`src/rtl/uart_reg_pkg.sv`:
```
package uart_reg_pkg;
  localparam int unsigned REG_W  = 16;
  localparam int unsigned BYTE_W = 8;

  typedef enum logic [1:0] {
    ADR_CTRL = 2'd0,
    ADR_TXD  = 2'd1,
    ADR_RXD  = 2'd2,
    ADR_STAT = 2'd3
  } reg_adr_e;

  // control bits
  localparam int unsigned C_EN   = 0;
  localparam int unsigned C_SRST = 1;

  // status bits
  localparam int unsigned S_TBE  = 0;
  localparam int unsigned S_RB1  = 1;
  localparam int unsigned S_RB2  = 2;
  localparam int unsigned S_OE   = 3;
  localparam int unsigned S_PE   = 4;
  localparam int unsigned S_FE   = 5;
  localparam int unsigned S_TEND = 6;
  localparam int unsigned S_TBSY = 8;
  localparam int unsigned S_RBSY = 9;

  typedef struct packed {
    logic tend;
    logic fe;
    logic pe;
    logic oe;
    logic tbe;
  } flag_t;

  localparam flag_t FLAG_RST = '{tend: 1'b0, fe: 1'b0, pe: 1'b0, oe: 1'b0, tbe: 1'b1};
endpackage

```
`src/rtl/uart_ctrl.sv`:
```
module uart_ctrl #(
  parameter int unsigned SRST_CYCLES = 4
) (
  input  logic clk_i,
  input  logic rst_ni,
  input  logic wr_i,
  input  logic en_wdata_i,
  input  logic srst_wdata_i,
  output logic en_o,
  output logic srst_req_o,
  output logic srst_busy_o
);
  localparam int unsigned CNT_W = $clog2(SRST_CYCLES + 1);

  logic             en_q;
  logic [CNT_W-1:0] cnt_q;

  assign srst_req_o  = wr_i & srst_wdata_i;
  assign srst_busy_o = (cnt_q != '0);
  assign en_o        = en_q;

  always_ff @(posedge clk_i or negedge rst_ni) begin
    if (!rst_ni) begin
      en_q  <= 1'b0;
      cnt_q <= '0;
    end else begin
      if (wr_i) en_q <= en_wdata_i;
      if (srst_req_o)           cnt_q <= CNT_W'(SRST_CYCLES);
      else if (cnt_q != '0)     cnt_q <= cnt_q - CNT_W'(1);
    end
  end

  assert_srst_start_R3: assert property (@(posedge clk_i) disable iff (!rst_ni)
    srst_req_o |=> srst_busy_o);
  assert_srst_selfclr_R3: assert property (@(posedge clk_i) disable iff (!rst_ni)
    $fell(srst_busy_o) |-> !$past(srst_req_o));
endmodule

```
`src/rtl/uart_rx_fifo.sv`:
```
module uart_rx_fifo #(
  parameter int unsigned DEPTH = 2,
  parameter int unsigned W     = 8
) (
  input  logic         clk_i,
  input  logic         rst_ni,
  input  logic         flush_i,
  input  logic         push_i,
  input  logic [W-1:0] din_i,
  input  logic         pop_i,
  output logic [W-1:0] dout_o,
  output logic         empty_o,
  output logic         full_o,
  output logic         drop_o
);
  localparam int unsigned PTR_W = (DEPTH > 1) ? $clog2(DEPTH) : 1;
  localparam int unsigned CNT_W = $clog2(DEPTH + 1);

  logic [W-1:0]     mem_q [DEPTH];
  logic [PTR_W-1:0] rd_q, wr_q;
  logic [CNT_W-1:0] cnt_q;
  logic             do_pop, do_push;

  function automatic logic [PTR_W-1:0] nxt(input logic [PTR_W-1:0] p);
    return (p == PTR_W'(DEPTH - 1)) ? '0 : p + PTR_W'(1);
  endfunction

  assign empty_o = (cnt_q == '0);
  assign full_o  = (cnt_q == CNT_W'(DEPTH));
  assign do_pop  = pop_i & ~empty_o;
  assign do_push = push_i & (~full_o | do_pop);
  assign drop_o  = push_i & full_o & ~do_pop;
  assign dout_o  = empty_o ? '0 : mem_q[rd_q];

  always_ff @(posedge clk_i or negedge rst_ni) begin
    if (!rst_ni) begin
      rd_q  <= '0;
      wr_q  <= '0;
      cnt_q <= '0;
    end else if (flush_i) begin
      rd_q  <= '0;
      wr_q  <= '0;
      cnt_q <= '0;
    end else begin
      if (do_pop)  rd_q <= nxt(rd_q);
      if (do_push) wr_q <= nxt(wr_q);
      if (do_push && !do_pop)      cnt_q <= cnt_q + CNT_W'(1);
      else if (do_pop && !do_push) cnt_q <= cnt_q - CNT_W'(1);
    end
  end

  always_ff @(posedge clk_i) begin
    if (do_push && !flush_i) mem_q[wr_q] <= din_i;
  end

  assert_no_overflow_R6: assert property (@(posedge clk_i) disable iff (!rst_ni)
    cnt_q <= CNT_W'(DEPTH));
  assert_drop_keeps_full_R7: assert property (@(posedge clk_i) disable iff (!rst_ni)
    (drop_o && !flush_i) |=> full_o);
endmodule

```
`src/rtl/uart_flags.sv`:
```
module uart_flags
  import uart_reg_pkg::*;
(
  input  logic       clk_i,
  input  logic       rst_ni,
  input  logic       clr_i,
  input  logic       txd_wr_i,
  input  logic       tx_taken_i,
  input  logic       tx_end_i,
  input  logic       rx_drop_i,
  input  logic       fe_set_i,
  input  logic       pe_set_i,
  input  logic       rxd_rd_i,
  input  logic       w1c_i,
  input  logic [3:0] w1c_mask_i,  // {tend, fe, pe, oe}
  output flag_t      flags_o
);
  flag_t f_q;
  logic  clr_oe, clr_pe, clr_fe, clr_tend;

  assign clr_oe   = w1c_i & w1c_mask_i[0];
  assign clr_pe   = (w1c_i & w1c_mask_i[1]) | rxd_rd_i;
  assign clr_fe   = (w1c_i & w1c_mask_i[2]) | rxd_rd_i;
  assign clr_tend = w1c_i & w1c_mask_i[3];
  assign flags_o  = f_q;

  always_ff @(posedge clk_i or negedge rst_ni) begin
    if (!rst_ni) begin
      f_q <= FLAG_RST;
    end else if (clr_i) begin
      f_q <= FLAG_RST;
    end else begin
      if (txd_wr_i)        f_q.tbe  <= 1'b0;
      else if (tx_taken_i) f_q.tbe  <= 1'b1;
      if (rx_drop_i)       f_q.oe   <= 1'b1;
      else if (clr_oe)     f_q.oe   <= 1'b0;
      if (pe_set_i)        f_q.pe   <= 1'b1;
      else if (clr_pe)     f_q.pe   <= 1'b0;
      if (fe_set_i)        f_q.fe   <= 1'b1;
      else if (clr_fe)     f_q.fe   <= 1'b0;
      if (tx_end_i)        f_q.tend <= 1'b1;
      else if (clr_tend)   f_q.tend <= 1'b0;
    end
  end

  assert_tbe_clr_R4: assert property (@(posedge clk_i) disable iff (!rst_ni)
    (txd_wr_i && !clr_i) |=> !f_q.tbe);
  assert_srst_flags_R3: assert property (@(posedge clk_i) disable iff (!rst_ni)
    clr_i |=> (f_q == FLAG_RST));
  assert_err_set_wins_R8: assert property (@(posedge clk_i) disable iff (!rst_ni)
    ((fe_set_i || pe_set_i) && !clr_i) |=> (f_q.fe || !$past(fe_set_i)) && (f_q.pe || !$past(pe_set_i)));
  assert_oe_set_R7: assert property (@(posedge clk_i) disable iff (!rst_ni)
    (rx_drop_i && !clr_i) |=> f_q.oe);
endmodule

```
`src/rtl/uart_regfile.sv`:
```
module uart_regfile
  import uart_reg_pkg::*;
#(
  parameter int unsigned SRST_CYCLES = 4,
  parameter int unsigned RX_DEPTH    = 2
) (
  input  logic              clk_i,
  input  logic              rst_ni,
  input  logic [1:0]        addr_i,
  input  logic              wr_i,
  input  logic              rd_i,
  input  logic [REG_W-1:0]  wdata_i,
  output logic [REG_W-1:0]  rdata_o,
  output logic              eng_en_o,
  output logic              eng_srst_o,
  output logic              eng_tx_valid_o,
  output logic [BYTE_W-1:0] eng_tx_data_o,
  input  logic              eng_tx_taken_i,
  input  logic              eng_tx_end_i,
  input  logic              eng_rx_valid_i,
  input  logic [BYTE_W-1:0] eng_rx_data_i,
  input  logic              eng_frame_err_i,
  input  logic              eng_parity_err_i,
  input  logic              eng_tx_busy_i,
  input  logic              eng_rx_busy_i,
  output logic              irq_o
);
  logic wr_ctrl, wr_txd, wr_stat, rd_rxd;
  logic en, srst_req, srst_busy, srst_clr, ev_ok;
  logic fifo_empty, fifo_full, fifo_drop;
  logic [BYTE_W-1:0] fifo_dout, txd_q;
  logic [REG_W-1:0]  stat;
  flag_t flags;
  logic unused_wdata;

  assign unused_wdata = ^wdata_i[REG_W-1:BYTE_W];

  assign wr_ctrl  = wr_i & (addr_i == ADR_CTRL);
  assign wr_txd   = wr_i & (addr_i == ADR_TXD);
  assign wr_stat  = wr_i & (addr_i == ADR_STAT);
  assign rd_rxd   = rd_i & (addr_i == ADR_RXD);
  assign srst_clr = srst_req | srst_busy;
  assign ev_ok    = en & ~srst_clr;

  uart_ctrl #(.SRST_CYCLES(SRST_CYCLES)) i_ctrl (
    .clk_i        (clk_i),
    .rst_ni       (rst_ni),
    .wr_i         (wr_ctrl),
    .en_wdata_i   (wdata_i[C_EN]),
    .srst_wdata_i (wdata_i[C_SRST]),
    .en_o         (en),
    .srst_req_o   (srst_req),
    .srst_busy_o  (srst_busy)
  );

  uart_rx_fifo #(.DEPTH(RX_DEPTH), .W(BYTE_W)) i_rx_fifo (
    .clk_i   (clk_i),
    .rst_ni  (rst_ni),
    .flush_i (srst_clr),
    .push_i  (eng_rx_valid_i & ev_ok),
    .din_i   (eng_rx_data_i),
    .pop_i   (rd_rxd),
    .dout_o  (fifo_dout),
    .empty_o (fifo_empty),
    .full_o  (fifo_full),
    .drop_o  (fifo_drop)
  );

  uart_flags i_flags (
    .clk_i      (clk_i),
    .rst_ni     (rst_ni),
    .clr_i      (srst_clr),
    .txd_wr_i   (wr_txd),
    .tx_taken_i (eng_tx_taken_i & ev_ok),
    .tx_end_i   (eng_tx_end_i & ev_ok),
    .rx_drop_i  (fifo_drop),
    .fe_set_i   (eng_frame_err_i & ev_ok),
    .pe_set_i   (eng_parity_err_i & ev_ok),
    .rxd_rd_i   (rd_rxd),
    .w1c_i      (wr_stat),
    .w1c_mask_i (wdata_i[S_TEND:S_OE]),
    .flags_o    (flags)
  );

  always_ff @(posedge clk_i or negedge rst_ni) begin
    if (!rst_ni)     txd_q <= '0;
    else if (wr_txd) txd_q <= wdata_i[BYTE_W-1:0];
  end

  always_comb begin
    stat         = '0;
    stat[S_TBE]  = flags.tbe;
    stat[S_RB1]  = ~fifo_empty;
    stat[S_RB2]  = fifo_full;
    stat[S_OE]   = flags.oe;
    stat[S_PE]   = flags.pe;
    stat[S_FE]   = flags.fe;
    stat[S_TEND] = flags.tend;
    stat[S_TBSY] = eng_tx_busy_i;
    stat[S_RBSY] = eng_rx_busy_i;
  end

  always_comb begin
    rdata_o = '0;
    if (rd_i) begin
      unique case (addr_i)
        ADR_CTRL: begin
          rdata_o[C_EN]   = en;
          rdata_o[C_SRST] = srst_busy;
        end
        ADR_RXD:  rdata_o[BYTE_W-1:0] = fifo_dout;
        ADR_STAT: rdata_o = stat;
        default:  rdata_o = '0;
      endcase
    end
  end

  assign eng_en_o       = en;
  assign eng_srst_o     = srst_clr;
  assign eng_tx_valid_o = en & ~flags.tbe & ~srst_busy;
  assign eng_tx_data_o  = txd_q;
  assign irq_o          = |stat[S_TEND:S_TBE];

  assert_disabled_quiet_R2: assert property (@(posedge clk_i) disable iff (!rst_ni)
    (!en && !wr_i && !rd_i) |=> $stable(stat[S_TEND:S_TBE]));
endmodule

```
`config.mk`:
```
export PLATFORM = sky130hd
export DESIGN_NAME = uart_regfile
export DESIGN_NICKNAME = d
export VERILOG_FILES = /design/src/rtl/uart_reg_pkg.sv /design/src/rtl/uart_ctrl.sv /design/src/rtl/uart_rx_fifo.sv /design/src/rtl/uart_flags.sv /design/src/rtl/uart_regfile.sv
export SDC_FILE = /design/constraint.sdc
export NUM_CORES = 1
export LEC_CHECK = 0
export CAP_MARGIN = 20
export CORE_MARGIN = 5
export CORE_UTILIZATION = 45
export CTS_BUF_LIST = sky130_fd_sc_hd__clkbuf_16
export DETAILED_ROUTE_END_ITERATION = 12
export PLACE_DENSITY = 0.81
export SYNTH_ARGS = -nofsm -noshare
export SYNTH_HDL_FRONTEND = slang
export SYNTH_SLANG_ARGS = --single-unit
```
`constraint.sdc`:
```
create_clock -name clk_i -period 2.5 [get_ports clk_i]
set_clock_uncertainty 0.05 [all_clocks]
set_input_delay 0.375 -clock clk_i [delete_from_list [all_inputs] [get_ports clk_i]]
set_output_delay 0.375 -clock clk_i [all_outputs]
set_load 0.01 [all_outputs]
```
==> results of run 1 <==
## layout by cell type (no fill, tap or decap), types with 5 or more instances in the layout
cell,n
clkdlybuf4s50_1,48
dfrtp_1,18
nor2_1,17
edfxtp_1,16
mux2_2,14
nand2_1,12
buf_4,12
conb_1,6
inv_1,5
a22oi_1,5
a211oi_1,5
clkbuf_16,5
## per-layer routing
layer	routed length, um	vias up
met1	1710	657
met2	2080	41
met3	259	3
met5	0	-
met4	32	0
li1	-	665
## worst min-delay path by stage
stage / from / endpoint / slack [ns] / cells past startpoint
floorplan: rst_ni / eng_tx_data_o[0] / 0.03 / 0
global placement: eng_tx_data_o[5] / eng_tx_data_o[5] / 0.44 / 1
detailed placement: eng_tx_data_o[4] / eng_tx_data_o[4] / 0.44 / 1
CTS: rst_ni / eng_tx_data_o[1] / 0.40 / 2
global route: rst_ni / i_ctrl.cnt_q[1] / 0.43 / 2
finish: rst_ni / eng_tx_data_o[1] / 0.39 / 2
## flip-flops by register name, indices dropped and copies added (netlist names)
name	count
eng_tx_data_o	8
i_flags.flags_o	5
i_rx_fifo.rd_q	1
i_rx_fifo.wr_q	1
i_ctrl.cnt_q	3
i_rx_fifo.cnt_q	2
i_ctrl.en_o	1
i_rx_fifo.mem_q	16
## power breakdown
part | leakage (nW) | internal, mW | switching, mW
clock | 0.0687 | 0.360 | 0.218
combinational | 0.555 | 0.245 | 0.221
sequential | 0.405 | 0.711 | 0.0473
## area by class of cell
cell class / instances / area [um^2] / area share [%]
sequential: 37 / 1010 / 39.2
multi-input combinational: 104 / 754 / 29.3
clock buffer: 5 / 125 / 4.86
clock inverter: 3 / 12.5 / 0.486
tap: 50 / 62.6 / 2.43
inverter: 5 / 18.8 / 0.729
timing repair buffer: 62 / 592 / 23.0
## stage by stage
step | setup WS (ns) | util (%) | instance area, um^2 | TNS (ns)
2_1_floorplan | 0.287 | - | 1860 | 0
3_5_place_dp | -0.0156 | 61.1 | 2430 | -0.0226
4_1_cts | 0.0249 | 64.6 | 2570 | 0
6_report | 0.0755 | 64.8 | 2570 | 0
5_1_grt | 0.00135 | 64.8 | 2570 | 0
3_3_place_gp | 0.00348 | 61.1 | 2430 | 0
## timing repair
action / CTS / global route
hold endpoints to repair: 0 / 0
hold buffers: 0 / 0
resized for setup: 3 / 3
setup buffers: 0 / 0
endpoints found under the setup margin: 2 / 6
## cells by family (layout without fill, tap and decap cells)
group | count (synthesis) | after routing
xor+xnor | 3 | 3
buf+inv | 17 | 75
other cells | 1 | 6
compound gates | 23 | 23
flops | 37 | 37
fa+ha+maj | 2 | 2
simple gates | 54 | 54
mux | 16 | 16
==> reports/metrics.cfg, run 1 <==
[drt]
drc_errors = 0
drt_iter0_drc = 63
routed_wl_um = 4080
dr.pass1.iters = 4
wl_per_cell_um = 15.3
vias_per_cell = 5.14
vias = 1366
drtAntennaViolNets = 0

[finish]
drive_above_1_share_pct = 20.4
diodes = 0
fin_cells = 266
syn2layout_area_growth_pct = 39.8
final_nets = 254
fill_cells = 311

[global_route]
use_met2_pct = 25.1
antenna_found_initial = 0
busiest_layer = met2
grt_pass1_wl_um = 6200
grt_pass1_vias = 1249
track_usage_pct = 15.2
grtUsageMet3_pct = 4.19
use_met1_pct = 20.2
grt_max_degree = 22
overflow = 0

[hold_path]
hp-class = input pin to asynchronous set/reset pin

[place]
gp_congestion = 0.784
place_hpwl_um = 3140
dp_cells = 258
port_buffers = 50

[worst_setup_path]
crit_family = buffers and inverters
r2r_cells = 6
path_class = input pin to primary output
endpoint_kind = primary output
cp.required_ns = 2.08
crit_buf_inv = 3
cp-endpoint = rdata_o[1]
slowest_delay_ns = 0.59
critical-path-slowest-cell = clkdlybuf4s50_1
critical_path.max_fanout = 5
path_cells = clkdlybuf4s50_1, nand2_1, buf_4, o31ai_1, clkdlybuf4s50_1
reg2reg_slack_ns = 0.49
setup.worst_path.start = rd_i
crit_top_cell = clkdlybuf4s50_1
rr_endpoint = i_rx_fifo.mem_q[1][6]
worst-path-stages = 5
critPathLaunchType = input pin
cp.arrival_ns = 2.00
r2r_start = i_ctrl.cnt_q[0]

[logic_synthesis]
synth_top_family_by_area = simple AND/OR/NAND/NOR gates
ys_warn_count = 0
yosys-top-cells-count = 20 x dfrtp_1, 17 x nor2_1, 16 x edfxtp_1
synth_fa_ha_area_share_pct = 1.36
avgSynthCellArea_um2 = 12.0
netlist.area_leader.share_pct = 27.2
yosysMostFrequentCell = dfrtp_1
yosys-top-cells-area = dfrtp_1 27%, edfxtp_1 26%, mux2_2 8.6%
netlist_instances = 153
synth-xor-area-share_pct = 1.43
synth.cell_area_um2 = 1840
synth_compound_area_share_pct = 9.85
synth_largest_area_cell = dfrtp_1
ys_seq_elements = 37
synth_edf_count = 16
seq_area_frac_synth_pct = 54.7
synth-main-ff-cell = dfrtp_1
yosys.area_share.simple_pct = 17.1
synth-async-reset-ratio_pct = 56.8
ys_types = 40
synthMuxAreaShare_pct = 9.65

[power]
vdd_ir_drop_max_mv = 0.540
power_mw = 1.80
power.leakage_nw = 1.03
power.density_nw_per_um2 = 700

[floorplan]
dieArea_um2 = 5470
io_pins = 65
core_area_um2 = 3970
die_h_um = 74.0
rows = 23
die_width_um = 74.0
start_util_pct = 46.4

[timing]
fmax_ghz = 0.412
period_minus_slack_ns = 2.42
final-max-slew-violation-count = 0
post-route-period-util_pct = 97.0
hold_viol = 0
rsz0062_at_grt = no
finalHoldWorstSlack_ns = 0.393
setup_violations = 0

[job]
drv_cap = 0

[cts]
clock_sinks = 37
ctsRootBufferMaster = clkbuf_16
clkLatencyLatePin_ns = 0.28
cts.clk_slew.worst_paths_ns = 0.05
htreeDepth = 2
cts_max_path_buffers = 2
cts_tree = built
cts_made_buffers = 5

[outcome]
status = complete, no violations

Power figures use the tool's default switching activity.
==> inputs of run 2 (changes only) <==
Settings changed: CELL_PAD_IN_SITES_DETAIL_PLACEMENT from default to 1, CELL_PAD_IN_SITES_GLOBAL_PLACEMENT from default to 1, CORE_UTILIZATION 45 to 34, PLACE_DENSITY 0.81 to 0.8.
==> run 2 against run 1 <==
Core utilization shrank 13 points. Non-clock buffer count grew 4. Combinational power rose by 3%. Flip-flop and latch count unchanged. Maximum frequency hardly changed. Total power up 5.5%. Sequential share of layout area fell by 1.3 points. Global-route usage about the same. Critical path type unchanged. Highest routed layer unchanged.
==> reports/metrics.cfg, run 2 (synthesis results as in run 1) <==
[outcome]
status = complete, no violations

[drt]
dr.pass1.iters = 4
vias_per_cell = 5.06
drc_errors = 0
vias = 1468
drt_iter0_drc = 86
m1WireLength_um = 2080
drtAntennaViolNets = 0
routed_wl_um = 5090
dr_wl_met2_um = 2720
wl_met3_um = 221
wl_per_cell_um = 17.5
top_layer = met4

[place]
gp_congestion = 0.769
port_buffers = 50
dpl_cell_area_um2 = 2490
place_hpwl_um = 3680

[power]
power_mw = 1.90
power.density_nw_per_um2 = 715
power.leakage_nw = 1.10
vdd_ir_drop_max_mv = 0.446

[floorplan]
io_pins = 65
core_area_um2 = 5170
rows = 26
start_util_pct = 35.6
die_h_um = 83.6
dieArea_um2 = 6990
die_width_um = 83.6

[global_route]
overflow = 0
antenna_found_initial = 0
grt_pass1_wl_um = 8330
grt_max_degree = 22
track_usage_pct = 15.2
grt_pass1_vias = 1662

[timing]
post-route-period-util_pct = 97.1
fin_tns_setup_ns = 0
rsz0062_at_grt = no
finalHoldWorstSlack_ns = 0.395
fmax_ghz = 0.412
setup_violations = 0
hold_viol = 0
final-max-slew-violation-count = 0
period_minus_slack_ns = 2.43

[job]
drv_cap = 0

[worst_setup_path]
reg2reg_slack_ns = 0.64
critical_path.max_fanout = 9
slowest_delay_ns = 0.56
endpoint_kind = primary output
crit_top_cell = clkdlybuf4s50_1
crit_buf_inv = 3
critPathLaunchType = input pin
cp.arrival_ns = 2.00
critical-path-slowest-cell = clkdlybuf4s50_1
path_class = input pin to primary output
r2r_start = i_ctrl.cnt_q[0]
setup.worst_path.start = addr_i[0]
path_cells = clkdlybuf4s50_1, buf_4, nand3b_4, nor3_1, clkdlybuf4s50_1
r2r_cells = 6
crit_family = buffers and inverters
cp.required_ns = 2.08
rr_endpoint = i_rx_fifo.mem_q[1][6]

[finish]
diodes = 0
regMostFlops = i_rx_fifo.mem_q
final_common_cell = clkdlybuf4s50_1
largest_reg_flops = 16
fill_cells = 555
design_area_um2 = 2660
register_area_um2 = 1010
multi_input_area_um2 = 754
syn2layout_area_growth_pct = 44.4
final_cell_mix = 43 x clkdlybuf4s50_1, 19 x dfrtp_1, 17 x nor2_1
drive_above_1_share_pct = 22.3
final_nets = 258

[cts]
cts_hold_buffers = 0
clkLatencyLatePin_ns = 0.28
cts.clk_slew.worst_paths_ns = 0.06
clock_sinks = 37
cts_made_buffers = 5
cts_tree = built
cts_max_path_buffers = 2
htreeDepth = 2
ctsRootBufferMaster = clkbuf_16

[hold_path]
hp-class = input pin to asynchronous set/reset pin

run 2: layout make-up:
type / instances / area share, %
multi-input combinational: 104 / 28.4
inverter: 5 / 0.706
clock buffer: 6 / 5.65
clock inverter: 2 / 0.282
timing repair buffer: 66 / 23.8
sequential: 37 / 37.9
tap: 70 / 3.29
run 2: worst max path at each step:
| stage | slack, ns | end | cells after the start |
|---|---|---|---|
| CTS | 0.02 | eng_tx_valid_o | 5 |
| global route | 0.02 | rdata_o[5] | 6 |
| finish | 0.07 | rdata_o[7] | 5 |
| floorplan | 0.29 | i_rx_fifo.mem_q[0][0] | 4 |
| global placement | 0.04 | rdata_o[4] | 7 |
| detailed placement | -0.02 | rdata_o[3] | 7 |
run 2: layer usage:
layer  GRT usage, %  up-vias
met5              0        -
li1               -      675
met2           28.2       39
met1           16.8      748
met4           4.39        0
met3           4.05        6
run 2: what timing repair did:
item	4_1_cts	5_1_grt
resized for setup	6	5
pin swaps	0	0
setup endpoints to repair	6	3
buffers inserted	0	0
run 2: stage by stage:
stage               setup WS (ns)  util, %  instances
finish                     0.0737     51.4        290
global route               0.0225     51.4        290
CTS                        0.0210     51.2        290
detailed placement        -0.0232     48.2        282
global placement           0.0398     48.2        282
floorplan                   0.287        -        158
run 2: where the power goes:
part           internal, mW  total (mW)  leakage [nW]  switching, mW
Sequential            0.711       0.755         0.406         0.0436
Clock                 0.423       0.664        0.0835          0.241
Combinational         0.243       0.482         0.609          0.239
